[src/rtl/reset_mode_capture.sv]
module reset_mode_capture #(
  parameter int SYNC_STAGES = 2
) (
  input  logic clk,
  input  logic rst_n,
  input  logic cfg_pad_i,
  input  logic bkpt_int_n,
  input  logic bkpt_ext_n,
  input  logic gp_dir_i,
  input  logic gp_dout_i,
  output logic gp_din_o,
  output logic cfg_pad_oe_o,
  output logic cfg_pad_do_o,
  output logic synth_sel_o,
  output logic bgnd_en_o,
  output logic dbg_entry_o,
  output logic brk_exc_o
);

  localparam int NPIN   = 3;
  localparam int PAD    = 2;
  localparam int LAST   = SYNC_STAGES - 1;

  logic [NPIN-1:0] sync_q [SYNC_STAGES];
  logic [NPIN-1:0] cur;
  logic [1:0]      bk_prev;
  logic [1:0]      bk_fall;
  logic            any_fall;

  always_ff @(posedge clk) begin
    sync_q[0] <= {cfg_pad_i, bkpt_ext_n, bkpt_int_n};
    for (int i = 1; i < SYNC_STAGES; i++)
      sync_q[i] <= sync_q[i-1];
  end

  assign cur      = sync_q[LAST];
  assign bk_fall  = bk_prev & ~cur[1:0];
  assign any_fall = |bk_fall;

  always_ff @(posedge clk) bk_prev <= cur[1:0];

  always_ff @(posedge clk) begin
    if (!rst_n) begin
      synth_sel_o <= cur[PAD];
      bgnd_en_o   <= ~&cur[1:0];
      dbg_entry_o <= 1'b0;
      brk_exc_o   <= 1'b0;
    end else begin
      dbg_entry_o <= any_fall & bgnd_en_o;
      brk_exc_o   <= any_fall & ~bgnd_en_o;
    end
  end

  assign gp_din_o     = cur[PAD];
  assign cfg_pad_oe_o = rst_n & gp_dir_i;
  assign cfg_pad_do_o = gp_dout_i;


  sel_hold_chk: assert property (@(posedge clk) disable iff (!rst_n)
    $past(rst_n) |-> ($stable(synth_sel_o) && $stable(bgnd_en_o)));


  no_req_in_reset_chk: assert property (@(posedge clk)
    !rst_n |=> (!dbg_entry_o && !brk_exc_o));


  dbg_route_chk: assert property (@(posedge clk) disable iff (!rst_n)
    dbg_entry_o |-> (bgnd_en_o && !brk_exc_o));


  exc_route_chk: assert property (@(posedge clk) disable iff (!rst_n)
    brk_exc_o |-> (!bgnd_en_o && !dbg_entry_o));


  dbg_pulse_chk: assert property (@(posedge clk) disable iff (!rst_n)
    dbg_entry_o |=> !dbg_entry_o);


  exc_pulse_chk: assert property (@(posedge clk) disable iff (!rst_n)
    brk_exc_o |=> !brk_exc_o);

endmodule

[config.mk]
export PLATFORM = sky130hd
export DESIGN_NAME = reset_mode_capture
export DESIGN_NICKNAME = d
export VERILOG_FILES = /design/src/rtl/reset_mode_capture.sv
export SDC_FILE = /design/constraint.sdc
export NUM_CORES = 1
export LEC_CHECK = 0
export ABC_AREA = 1
export CAP_MARGIN = 30
export CORE_AREA = 2 2 39 41
export DETAILED_ROUTE_END_ITERATION = 8
export DIE_AREA = 0 0 41 43
export SETUP_SLACK_MARGIN = 0.5
export SYNTH_ARGS = -nofsm -noshare
export SYNTH_HDL_FRONTEND = slang
export SYNTH_SLANG_ARGS = --single-unit
export TNS_END_PERCENT = 100
[constraint.sdc]
create_clock -name clk -period 0.8 [get_ports clk]
set_clock_uncertainty 0.1 [all_clocks]
set_input_delay 0.16 -clock clk [delete_from_list [all_inputs] [get_ports clk]]
set_output_delay 0.16 -clock clk [all_outputs]
set_load 0.005 [all_outputs]
==> impl_results.md <==
* Final slew viol count at 0
* Status: finished, violations left
* Max stage delay cell, worst path: edfxtp_1
* Rows at 14
* H-tree depth at 1
* CTS Buf Count at 3
* Post-route ant nets at 0
* Power per standard cell area at 2250 nW/µm²
* CP Buf/Inv Count at 1
* Multi-input logic area at 40.0 µm²
* Initial antenna violation count at 0
* Clk sink count at 12
* Mapped cell area at 319 µm²
* Crit. End Element: output port
* Post-CTS Setup Inserts at 0
* Violations in the final reports: hold timing, setup timing
* Seq/Total Area, Yosys at 81.6%
* GRT overflow at 0
* # nets final at 50
* Worst Setup Path Type: flip-flop to output port
* Area Growth Syn to Fin at 54.1%
* #FFs+latches synth at 12
* Period utilization at 130%
* Core area at 1380 µm²
* Post-DR wirelength/cell at 6.64 µm
* Crit-path max FO at 2
* Global Route Usage Sum at 5.26%
* Unique masters post-synth at 6
* Final setup margin at -0.237 ns
* Final min period at 1.04 ns
* Maxcap violations at 0
* First-pass GRT wire length at 531 µm
* Storage element area at 265 µm²
* Least-Margin Pin Slew at 0.112 ns
* Iteration count of the initial detailed-routing pass at 1
* Die area at 1760 µm²
* Placer Congestion at 0.585
* Ys Warns at 0
* ANT cells at 0
* Cell area after placement at 482 µm²
* Number of I/O port buffers at 11
* DRC violations left at 0
* Max IR drop VDD at 1.14 mV
* Commonest non-fill, non-tap cell in the layout: dfxtp_1
* Die Y-Extent at 43 µm
* Final Hold Fails at 3
* RSZ-0062 raised after global routing: yes
* Commonest non-fill, non-tap cells in the layout: 6 x dfxtp_1, 5 x nand2_1, 5 x buf_2, 4 x dfxtp_2
* Post-Syn Instances at 26
* Placed Cells at 54
* Fillers at 150
* DP HPWL at 284 µm
* Chip width at 41 µm
* Leakage at 0.234 nW
* Via count at 211
* Post-Syn Nets at 33
* Max frequency at 0.964 GHz
* Hold slack at -0.0225 ns
* CTS clk-pin slew, worst paths at 0.07 ns
* Max transition margin at 92.5%
* # setup viols final at 7
* Final WL at 385 µm
* Initial core utilization at 23.1%
* CP peak stage delay at 0.38 ns
* WP data required at 0.54 ns
* CTS Buffer Depth at 2
* Vias per cell at 3.64
* Final Cell Area at 492 µm²
* Critical path, cell by cell: buf_2
* CTS tree: done
* WP data arrival at 0.78 ns
* Share of layout cells above drive strength 1 at 50.0%
* Number of global-route vias before repair at 161
* Final std cells w/o fill at 58
* CP delay by family, top: flip-flops
* Min-delay worst type: input port to flip-flop
* DR iter-0 viols at 0
* Clock Latency Late Sink at 0.26 ns
* Pin count of the biggest net entering global routing at 8
* Pre-CTS WS at -0.728 ns
* Ports at 14
* CP Launch Type: flip-flop
* Synth Area per Inst at 12.3 µm²
* Root buffer cell: clkbuf_4
[metrics by stage]
step	setup TNS [ns]	total power [mW]	util, %
3_5_place_dp	-3.74	0.764	34.8
3_3_place_gp	-3.72	0.762	34.8
2_1_floorplan	0	0.698	-
6_report	-0.960	1.11	35.5
4_1_cts	-1.15	1.13	35.6
5_1_grt	-1.25	1.16	35.5
[repair_timing]
| item | CTS | global route |
|---|---|---|
| hold endpoints to repair | 3 | 3 |
| cloned | 0 | 0 |
| pin swaps | 0 | 1 |
| setup endpoints to repair | 21 | 18 |
| gates resized for setup | 40 | 4 |
[power by group]
group          internal [mW]  switching (mW)  leakage, nW
sequential             0.647         0.00928        0.103
combinational         0.0503          0.0316        0.115
clock                  0.193           0.175       0.0150
total                  0.890           0.216        0.234
[cell usage after synthesis]
cell type,count,area share [%]
edfxtp_1,2,19
a21oi_1,2,3.1
buf_4,1,2.4
nand2_1,6,7.1
inv_1,5,5.9
dfxtp_1,10,63
[state kept, by name, summed over array words and instances, names as in the netlist]
register and count:
bgnd_en_o 1, bk_prev 2, brk_exc_o 1, dbg_entry_o 1, sync_q 6, synth_sel_o 1
[final timing paths]
| check | from | to | slack, ns | depth (start not counted) |
|---|---|---|---|---|
| max | bgnd_en_o | bgnd_en_o | -0.24 | 1 |
| max reg2reg | bgnd_en_o | brk_exc_o | -0.07 | 4 |
| min reg2reg | sync_q[0][2] | sync_q[0][5] | 0.23 | 0 |
| min | bkpt_int_n | sync_q[0][0] | -0.02 | 1 |
[logic make-up after synthesis]
logic type	count (synthesis)	share of synthesized area, %
and+or+nand+nor	6	7.06
buffers and inverters	6	8.24
AOI/OAI and AO/OA	2	3.14
DFF	12	81.6
[final cells by class]
class                           count  area share (%)
Clock buffer                        4            5.34
Inverter                            5            6.36
Multi-Input combinational cell      8            8.14
Sequential cell                    12            53.9
Tap cell                           16            4.07
Timing Repair Buffer               13            22.1
[layer usage]
metal / track usage, % / part of all wire, % / vias to the layer above / routed length, µm
met5: 0 / 0 / - / 0
met4: 6.00 / 1.6 / 0 / 6
met3: 4.71 / 15 / 2 / 56
met2: 6.56 / 46 / 10 / 176
met1: 4.29 / 38 / 91 / 145
li1: - / - / 108 / -
(Power assumes the default switching activity.)
